$ cat config.mk
export PLATFORM = sky130hd
export DESIGN_NAME = ecc_tdp_ram
export DESIGN_NICKNAME = d
export VERILOG_FILES = /design/src/rtl/ecc_tdp_pkg.sv /design/src/rtl/ecc_enc.sv /design/src/rtl/ecc_dec.sv /design/src/rtl/tdp_array.sv /design/src/rtl/ecc_tdp_ram.sv
export SDC_FILE = /design/constraint.sdc
export NUM_CORES = 1
export LEC_CHECK = 0
export BUFFER_PORTS_ARGS = -buffer_cell sky130_fd_sc_hd__buf_2
export CORE_UTILIZATION = 61
export CTS_CLUSTER_SIZE = 10
export DETAILED_ROUTE_END_ITERATION = 8
export PLACE_DENSITY = 0.75
export SLEW_MARGIN = 20
export SYNTH_ARGS = -nofsm -noshare
export SYNTH_HDL_FRONTEND = slang
export SYNTH_HIERARCHICAL = 1
export SYNTH_SLANG_ARGS = --single-unit
$ cat constraint.sdc
create_clock -name clk -period 7.3 [get_ports clk]
set_input_delay 1.46 -clock clk [delete_from_list [all_inputs] [get_ports clk]]
set_output_delay 1.46 -clock clk [all_outputs]
set_load 0.02 [all_outputs]
$ cat src/rtl/ecc_tdp_pkg.sv
// Shared widths, status codes and codeword layout helpers for the ECC RAM.
// Assumes an 8-bit byte with 4 Hamming check bits and one overall parity bit.
package ecc_tdp_pkg;
    localparam int DATA_W = 8;
    localparam int PAR_W  = 4;
    localparam int HAM_W  = DATA_W + PAR_W;
    localparam int CODE_W = HAM_W + 1;

    typedef enum logic [1:0] {
        ST_CLEAN = 2'b00,
        ST_FIXED = 2'b01,
        ST_FATAL = 2'b10
    } ecc_status_e;

    // True when Hamming position p (1-based) is a check-bit slot.
    function automatic logic is_pow2(input int p);
        return (p & (p - 1)) == 0;
    endfunction

    // Hamming position (1-based) that carries data bit k.
    function automatic int data_pos(input int k);
        int r;
        int cnt;
        r   = 0;
        cnt = 0;
        for (int p = 1; p <= HAM_W; p++) begin
            if (!is_pow2(p)) begin
                if (cnt == k) r = p;
                cnt++;
            end
        end
        return r;
    endfunction
endpackage

$ cat src/rtl/ecc_enc.sv
// SECDED encoder: places data bits in non-power-of-two positions, computes
// the check bits and appends even overall parity as the top codeword bit.
// Assumes codeword bit i-1 holds Hamming position i.
module ecc_enc
    import ecc_tdp_pkg::*;
(
    input  logic [DATA_W-1:0] data_i,
    output logic [CODE_W-1:0] code_o
);
    logic [HAM_W-1:0] ham;
    logic             par;

    // Build the Hamming word, then add overall parity.
    always_comb begin
        ham = '0;
        for (int k = 0; k < DATA_W; k++) begin
            ham[data_pos(k)-1] = data_i[k];
        end
        for (int j = 0; j < PAR_W; j++) begin
            par = 1'b0;
            for (int p = 1; p <= HAM_W; p++) begin
                if (p[j] && !is_pow2(p)) par = par ^ ham[p-1];
            end
            ham[(1 << j) - 1] = par;
        end
        code_o = {^ham, ham};
    end
endmodule

$ cat src/rtl/ecc_dec.sv
// SECDED decoder: forms the syndrome and the overall parity, flips the single
// bad bit when exactly one is implied, and reports clean / fixed / fatal.
// On a fatal word the raw data-position bits are passed through.
module ecc_dec
    import ecc_tdp_pkg::*;
(
    input  logic [CODE_W-1:0] code_i,
    output logic [DATA_W-1:0] data_o,
    output logic [1:0]        status_o
);
    logic [PAR_W-1:0] syn;
    logic             ovp;
    logic [HAM_W-1:0] fixed;
    ecc_status_e      st;

    // Syndrome: parity over each position group, including its check bit.
    always_comb begin
        syn = '0;
        for (int j = 0; j < PAR_W; j++) begin
            for (int p = 1; p <= HAM_W; p++) begin
                if (p[j]) syn[j] = syn[j] ^ code_i[p-1];
            end
        end
        ovp = ^code_i;
    end

    // Correction: invert the position named by the syndrome on odd parity.
    always_comb begin
        fixed = code_i[HAM_W-1:0];
        if (ovp) begin
            for (int p = 1; p <= HAM_W; p++) begin
                if (int'(syn) == p) fixed[p-1] = ~fixed[p-1];
            end
        end
    end

    // Classification: even parity with zero syndrome is clean, odd parity
    // with a reachable syndrome is one error, anything else is fatal.
    always_comb begin
        if (!ovp && syn == '0)               st = ST_CLEAN;
        else if (ovp && int'(syn) <= HAM_W)  st = ST_FIXED;
        else                                 st = ST_FATAL;
    end

    // Data extraction from the corrected or, when fatal, the raw word.
    always_comb begin
        for (int k = 0; k < DATA_W; k++) begin
            data_o[k] = (st == ST_FATAL) ? code_i[data_pos(k)-1]
                                         : fixed[data_pos(k)-1];
        end
        status_o = st;
    end
endmodule

$ cat src/rtl/tdp_array.sv
// Two-port codeword storage with registered read outputs.
// Same-port read during write returns the word being written; a read of an
// address the other port writes returns the old content; on a same-address
// double write port A lands last. The array itself is not reset.
module tdp_array #(
    parameter int ADDR_W = 4,
    parameter int WORD_W = 13
) (
    input  logic              clk,
    input  logic              rst_n,
    input  logic [ADDR_W-1:0] a_addr,
    input  logic [WORD_W-1:0] a_wcode,
    input  logic              a_we,
    input  logic              a_re,
    output logic [WORD_W-1:0] a_rcode,
    input  logic [ADDR_W-1:0] b_addr,
    input  logic [WORD_W-1:0] b_wcode,
    input  logic              b_we,
    input  logic              b_re,
    output logic [WORD_W-1:0] b_rcode
);
    localparam int DEPTH = 1 << ADDR_W;

    logic [WORD_W-1:0] mem [DEPTH];

    // Array writes: B first, A second, so A wins on a shared address.
    always_ff @(posedge clk) begin
        if (b_we) mem[b_addr] <= b_wcode;
        if (a_we) mem[a_addr] <= a_wcode;
    end

    // Port A read register: own write forwarded, otherwise pre-edge content.
    always_ff @(posedge clk) begin
        if (!rst_n)    a_rcode <= '0;
        else if (a_re) a_rcode <= a_we ? a_wcode : mem[a_addr];
    end

    // Port B read register: own write forwarded, otherwise pre-edge content.
    always_ff @(posedge clk) begin
        if (!rst_n)    b_rcode <= '0;
        else if (b_re) b_rcode <= b_we ? b_wcode : mem[b_addr];
    end
endmodule

$ cat src/rtl/ecc_tdp_ram.sv
// ECC-protected true dual-port RAM: one encoder and one decoder per port
// around an unprotected codeword array, plus a port A fault-injection input
// that inverts codeword bit 0 of a write. Read latency is one cycle.
module ecc_tdp_ram
    import ecc_tdp_pkg::*;
#(
    parameter int ADDR_W = 4
) (
    input  logic              clk,
    input  logic              rst_n,
    input  logic [ADDR_W-1:0] a_addr,
    input  logic [DATA_W-1:0] a_wdata,
    input  logic              a_we,
    input  logic              a_re,
    input  logic              a_flip_lsb,
    output logic [DATA_W-1:0] a_rdata,
    output logic [1:0]        a_status,
    input  logic [ADDR_W-1:0] b_addr,
    input  logic [DATA_W-1:0] b_wdata,
    input  logic              b_we,
    input  logic              b_re,
    output logic [DATA_W-1:0] b_rdata,
    output logic [1:0]        b_status
);
    localparam int NPORT = 2;

    logic [DATA_W-1:0] wd_p  [NPORT];
    logic [CODE_W-1:0] enc_p [NPORT];
    logic [CODE_W-1:0] wc_p  [NPORT];
    logic [CODE_W-1:0] rc_p  [NPORT];
    logic [DATA_W-1:0] rd_p  [NPORT];
    logic [1:0]        st_p  [NPORT];
    logic [CODE_W-1:0] inj_p [NPORT];

    // Port gathering: only port A carries the fault-injection mask.
    always_comb begin
        wd_p[0]  = a_wdata;
        wd_p[1]  = b_wdata;
        inj_p[0] = {{(CODE_W-1){1'b0}}, a_flip_lsb};
        inj_p[1] = '0;
    end

    for (genvar g = 0; g < NPORT; g++) begin : g_port
        ecc_enc u_enc (
            .data_i (wd_p[g]),
            .code_o (enc_p[g])
        );

        // Fault injection on the stored codeword.
        always_comb wc_p[g] = enc_p[g] ^ inj_p[g];

        ecc_dec u_dec (
            .code_i   (rc_p[g]),
            .data_o   (rd_p[g]),
            .status_o (st_p[g])
        );
    end

    tdp_array #(
        .ADDR_W (ADDR_W),
        .WORD_W (CODE_W)
    ) u_array (
        .clk     (clk),
        .rst_n   (rst_n),
        .a_addr  (a_addr),
        .a_wcode (wc_p[0]),
        .a_we    (a_we),
        .a_re    (a_re),
        .a_rcode (rc_p[0]),
        .b_addr  (b_addr),
        .b_wcode (wc_p[1]),
        .b_we    (b_we),
        .b_re    (b_re),
        .b_rcode (rc_p[1])
    );

    // Output fan-out of the decoded ports.
    always_comb begin
        a_rdata  = rd_p[0];
        a_status = st_p[0];
        b_rdata  = rd_p[1];
        b_status = st_p[1];
    end
endmodule

## Yosys cells after proc, flatten, opt, wreduce, memory -nomap -nowiden

Memory sizes are Yosys's and may differ from the RTL's. A register that Yosys moved wholly into a read port is not among the register bits.
Cells that the tools add are included.

- Register bits after elaboration: 0
- Bits in writable memories: 208
- Bits of input ports: 31
- Output and inout bits: 20
- Memories kept: 1

- Magnitude comparators: 2
- Equality and inequality tests: 26
- Muxes and demuxes: 50
- Bitwise gates (word level): 89
- Reductions and logical operators: 14

Memory list:

| memory | depth | width | rd ports | clocked after memory_dff | write ports | line | source |
|---|---|---|---|---|---|---|---|
| u_array.mem | 16 | 13 | 2 | 2 | 2 | tdp_array.sv:24 | `logic [WORD_W-1:0] mem [DEPTH];` |

Operators with widths:

| operator | count |
|---|---|
| $eq 4x4->1 const B | 16 |
| $xor 1x1->1 | 64 |
| $mux 1 | 44 |
| $reduce_xor 13->1 | 2 |
| $eq 4x3->1 const B | 6 |
| $mux 12 | 2 |
| $not 1->1 | 24 |
| $reduce_xor 12->1 | 2 |
| $xor 13x1->13 | 1 |
| $eq 4x2->1 const B | 2 |
| $le 4x4->1 const B | 2 |
| $logic_not 4->1 | 2 |
| $mux 2 | 4 |
| $eq 2x2->1 const B | 2 |
| $logic_and 1x1->1 | 4 |
| $logic_not 1->1 | 4 |

## Longest topological paths before layout

- Depth after elaboration: 11
- Depth in mapped cells: 7
- Gate-level depth less buffers: 6

## Hierarchy

Netlist, hierarchy kept.

Modules (own cells, without submodules):

| module | instances | cells an instance | area each (um^2) | sequential area each (um^2) |
|---|---|---|---|---|
| tdp_array | 1 | 967 | 13767.0 | 6766.5 |
| ecc_dec at g_port[0].u_dec | 1 | 83 | 738.2 | 0.0 |
| ecc_dec at g_port[1].u_dec | 1 | 74 | 626.9 | 0.0 |
| ecc_enc | 2 | 20 | 212.7 | 0.0 |
| ecc_tdp_ram | 1 | 1 | 8.8 | 0.0 |

## Worst setup path before layout

Ideal clock, no wire load.

- Path type: input port to flip-flop
- From: input b_addr[3]
- To: memory u_array.mem[2][0] (enable)
- Library setup time: 0.401 ns
- Data arrival time: 3.252 ns
- Data required time: 6.899 ns
- Path slack: 3.647 ns
- Stages on the path: 4
- Path buffers: 2
- Cells stage by stage: buf_2 > buf_1 > or3_1 > o21ai_0

RTL lines:

| item | line | source |
|---|---|---|
| start: declaration | ecc_tdp_ram.sv:18 | `input logic [ADDR_W-1:0] b_addr,` |
| end: declaration | tdp_array.sv:24 |  |

## Final worst setup path

- From: register u_array.a_rcode[6], read port of u_array.mem
- To: output a_rdata[6]

- Cells in the longest elaborated chain, start to end: 9

Ends and longest elaborated chain:

| item | line | source |
|---|---|---|
| start: declaration | tdp_array.sv:15 | `output logic [WORD_W-1:0] a_rcode,` |
| $xor 1x1->1 (3 in series) | ecc_dec.sv:21 | `if (p[j]) syn[j] = syn[j] ^ code_i[p-1];` |
| $le 4x4->1 | ecc_dec.sv:41 | `else if (ovp && int'(syn) <= HAM_W) st = ST_FIXED;` |
| $logic_and 1x1->1 | ecc_dec.sv:41 |  |
| $mux 2 | ecc_dec.sv:41 |  |
| $mux 2 | ecc_dec.sv:40 | `if (!ovp && syn == '0) st = ST_CLEAN;` |
| $eq 2x2->1 | ecc_dec.sv:48 | `data_o[k] = (st == ST_FATAL) ? code_i[data_pos(k)-1]` |
| $mux 1 * | ecc_dec.sv:48 |  |
| end: declaration | ecc_tdp_ram.sv:16 | `output logic [DATA_W-1:0] a_rdata,` |

Mark *: on every way between the ends. The rest lies on a longest branch, timed or not.

==> impl_metrics.ini <==
[run_status]
status = finished clean

[clock_network]
cts_buffers = 27
clock-sinks = 234
clk_latency_ns = 0.55
path_clk_slew_ns = 0.06
cts.htree.levels = 1
cts_root_buf = clkbuf_16
cts_resized = 0
cts_buffer_depth = 3
cts_tree = built
cts-hold-fix-buffers = 0
postCtsSetupRepairBufs = 0

[sta]
setup_viol = 0
maxSlewViolCount = 0
rsz0062_at_grt = no
maxSlewHeadroom = 0.203
fmax_mhz = 208
final_hold_viol_count = 0
min_period_over_period = 0.659
worst_slew_pin_slew_ns = 1.19
min_period_ns = 4.81
fin_tns_setup_ns = 0
finalClockSkew_ns = 0.0259

[synthesis]
synth_area_leaders = edfxtp_1 40%, mux2_2 14%, mux4_2 10%
yosys_warnings = 6
synth_cell_types = 70
synth_area_leader_cell = edfxtp_1
yosysSeqAreaShare = 0.435
synthesis.instances = 1165
synth-async-reset-ratio = 0
synth_edf_count = 208
yosys_most_used_dff = edfxtp_1
syn_nets = 1196
ys_seq_elements = 234
avgSynthCellArea_sq_um = 13.4
syn_area_sq_um = 15600
synth_top_cell_area_share = 0.401

[placed_design]
place_area_sq_um = 15800
dpl.hpwl_microns = 29400
io_buffers = 50
gp_congestion = 0.927

[worst_hold_path]
hold_class = reg2reg

[drt]
wire_per_inst_microns = 30.0
drt-total-wl_microns = 45100
num_vias = 10802
vias_per_cell = 7.20
dr.pass1.iters = 8
drtIter0Drc = 1166
drc = 0
ant_nets = 0

[finish]
final_area_sq_um = 16600
antennaDiodeCount = 0
final_cell_mix = 208 x edfxtp_1, 193 x mux2_2, 69 x mux4_2
area.growth.synth_to_final_pct = 6.59
regArea_sq_um = 6770
multi_input_area_sq_um = 8120
drive_gt1_frac = 0.366
filler_cell_count = 1909
layout_commonest_cell = edfxtp_1
nNetsFinal = 1182

[grt]
grt-busiest-layer = met2
grt_first_pass_wirelength_microns = 66800
overflow = 0
use_met2 = 0.540
grt_antenna_before_repair = 0
first_global_vias = 10591
grt_start_max_net_pins = 49
grt_use_total = 0.347
grtUsageMet1 = 0.476
use_met3 = 0.0705

[floorplan]
core_area_sq_um = 25100
die_w_microns = 162
initial_core_util = 0.620
pin_count = 51
dieArea_sq_um = 26200
placementRows = 58
die_h_microns = 162

[worst_setup_path]
critPathTopFamily = XOR/XNOR gates
start_kind = flip-flop
crit_slowest_cell = dfxtp_1
slowest_delay_ns = 0.84
required_ns = 5.84
end_kind = primary output
arrival_ns = 3.35
crit_type = reg2out
crit_fanout = 18
cp_cell_sequence = xnor3_4, xor2_4, nand3_1, a211oi_2, o21ai_1, xnor2_1, buf_2
cp.buffers_inverters = 1

[power_and_ir_drop]
leakagePower_nw = 5.74
power_density_nw_per_um2 = 234
ir_worst_vdd_uv = 194

[run]
max_cap_viol_count = 0
state kept, by name (all words and copies together) (netlist names):
name             count
u_array/b_rcode     13
u_array/mem        208
u_array/a_rcode     13
logic make-up after synthesis:
| family | count (synthesis) | share of synthesized area |
|---|---|---|
| XOR/XNOR | 82 | 0.0690 |
| multiplexers | 343 | 0.301 |
| flip-flops | 234 | 0.435 |
| buffers and inverters | 134 | 0.0466 |
| AO/OA/AOI/OAI | 194 | 0.0871 |
| AND/OR/NAND/NOR | 178 | 0.0620 |
worst register-to-register path, delay by kind of cell, from the launching register on:
kind	cells	cell delay, ns
compound gates	2	0.80
mux	1	0.49
flops	1	0.40
metrics by stage:
stage          total power, mW   util  hold WS [ns]  setup WS (ns)  std cells
2_1_floorplan             2.41      -         0.530           3.65       1165
3_3_place_gp              2.65  0.630         0.555           2.80       1452
3_5_place_dp              2.67  0.630         0.566           3.00       1452
4_1_cts                   3.87  0.660         0.571           2.51       1501
5_1_grt                   4.01  0.661         0.611           2.28       1501
6_report                  3.89  0.661         0.569           2.49       1501
report_power, final:
part           internal [mW]  switching (mW)  total (mW)
registers               1.56          0.0666        1.63
logic                  0.445           0.605        1.05
clock network          0.690           0.523        1.21
area by class of cell:
| cell class | instances | share of cell area |
|---|---|---|
| multi-input cells | 797 | 0.489 |
| repair buffers | 82 | 0.0299 |
| well taps | 330 | 0.0249 |
| clock inverters | 1 | 0.000528 |
| flip-flops and latches | 234 | 0.408 |
| inverters | 9 | 0.00204 |
| clock buffers | 48 | 0.0455 |
per-layer routing:
metal	vias up	wire [microns]
li1	4502	-
met1	5427	17200
met2	747	20700
met3	126	5180
met4	0	1990
met5	-	0
synth_stat cells, drive strengths merged, types with 23 or more instances:
| library cell | number |
|---|---|
| a21o | 23 |
| a21oi | 54 |
| buf | 74 |
| clkbuf | 51 |
| dfxtp | 26 |
| edfxtp | 208 |
| mux2 | 213 |
| mux2i | 56 |
| mux4 | 74 |
| nor2 | 62 |
| o211ai | 29 |
| xnor2 | 43 |
| xor2 | 28 |
final timing paths:
check	slack, ns	from	to	cells past startpoint
worst max-delay path	2.49	u_array/a_rcode[6]$_SDFFE_PN0P_	a_rdata[6]	7
worst min-delay path	0.57	u_array/a_rcode[0]$_SDFFE_PN0P_	u_array/a_rcode[0]$_SDFFE_PN0P_	2
worst max register to register	5.47	u_array/mem[0][4]$_DFFE_PP_	u_array/a_rcode[4]$_SDFFE_PN0P_	3
worst min register to register	0.57	u_array/a_rcode[0]$_SDFFE_PN0P_	u_array/a_rcode[0]$_SDFFE_PN0P_	2
(Power assumes the default switching activity.)
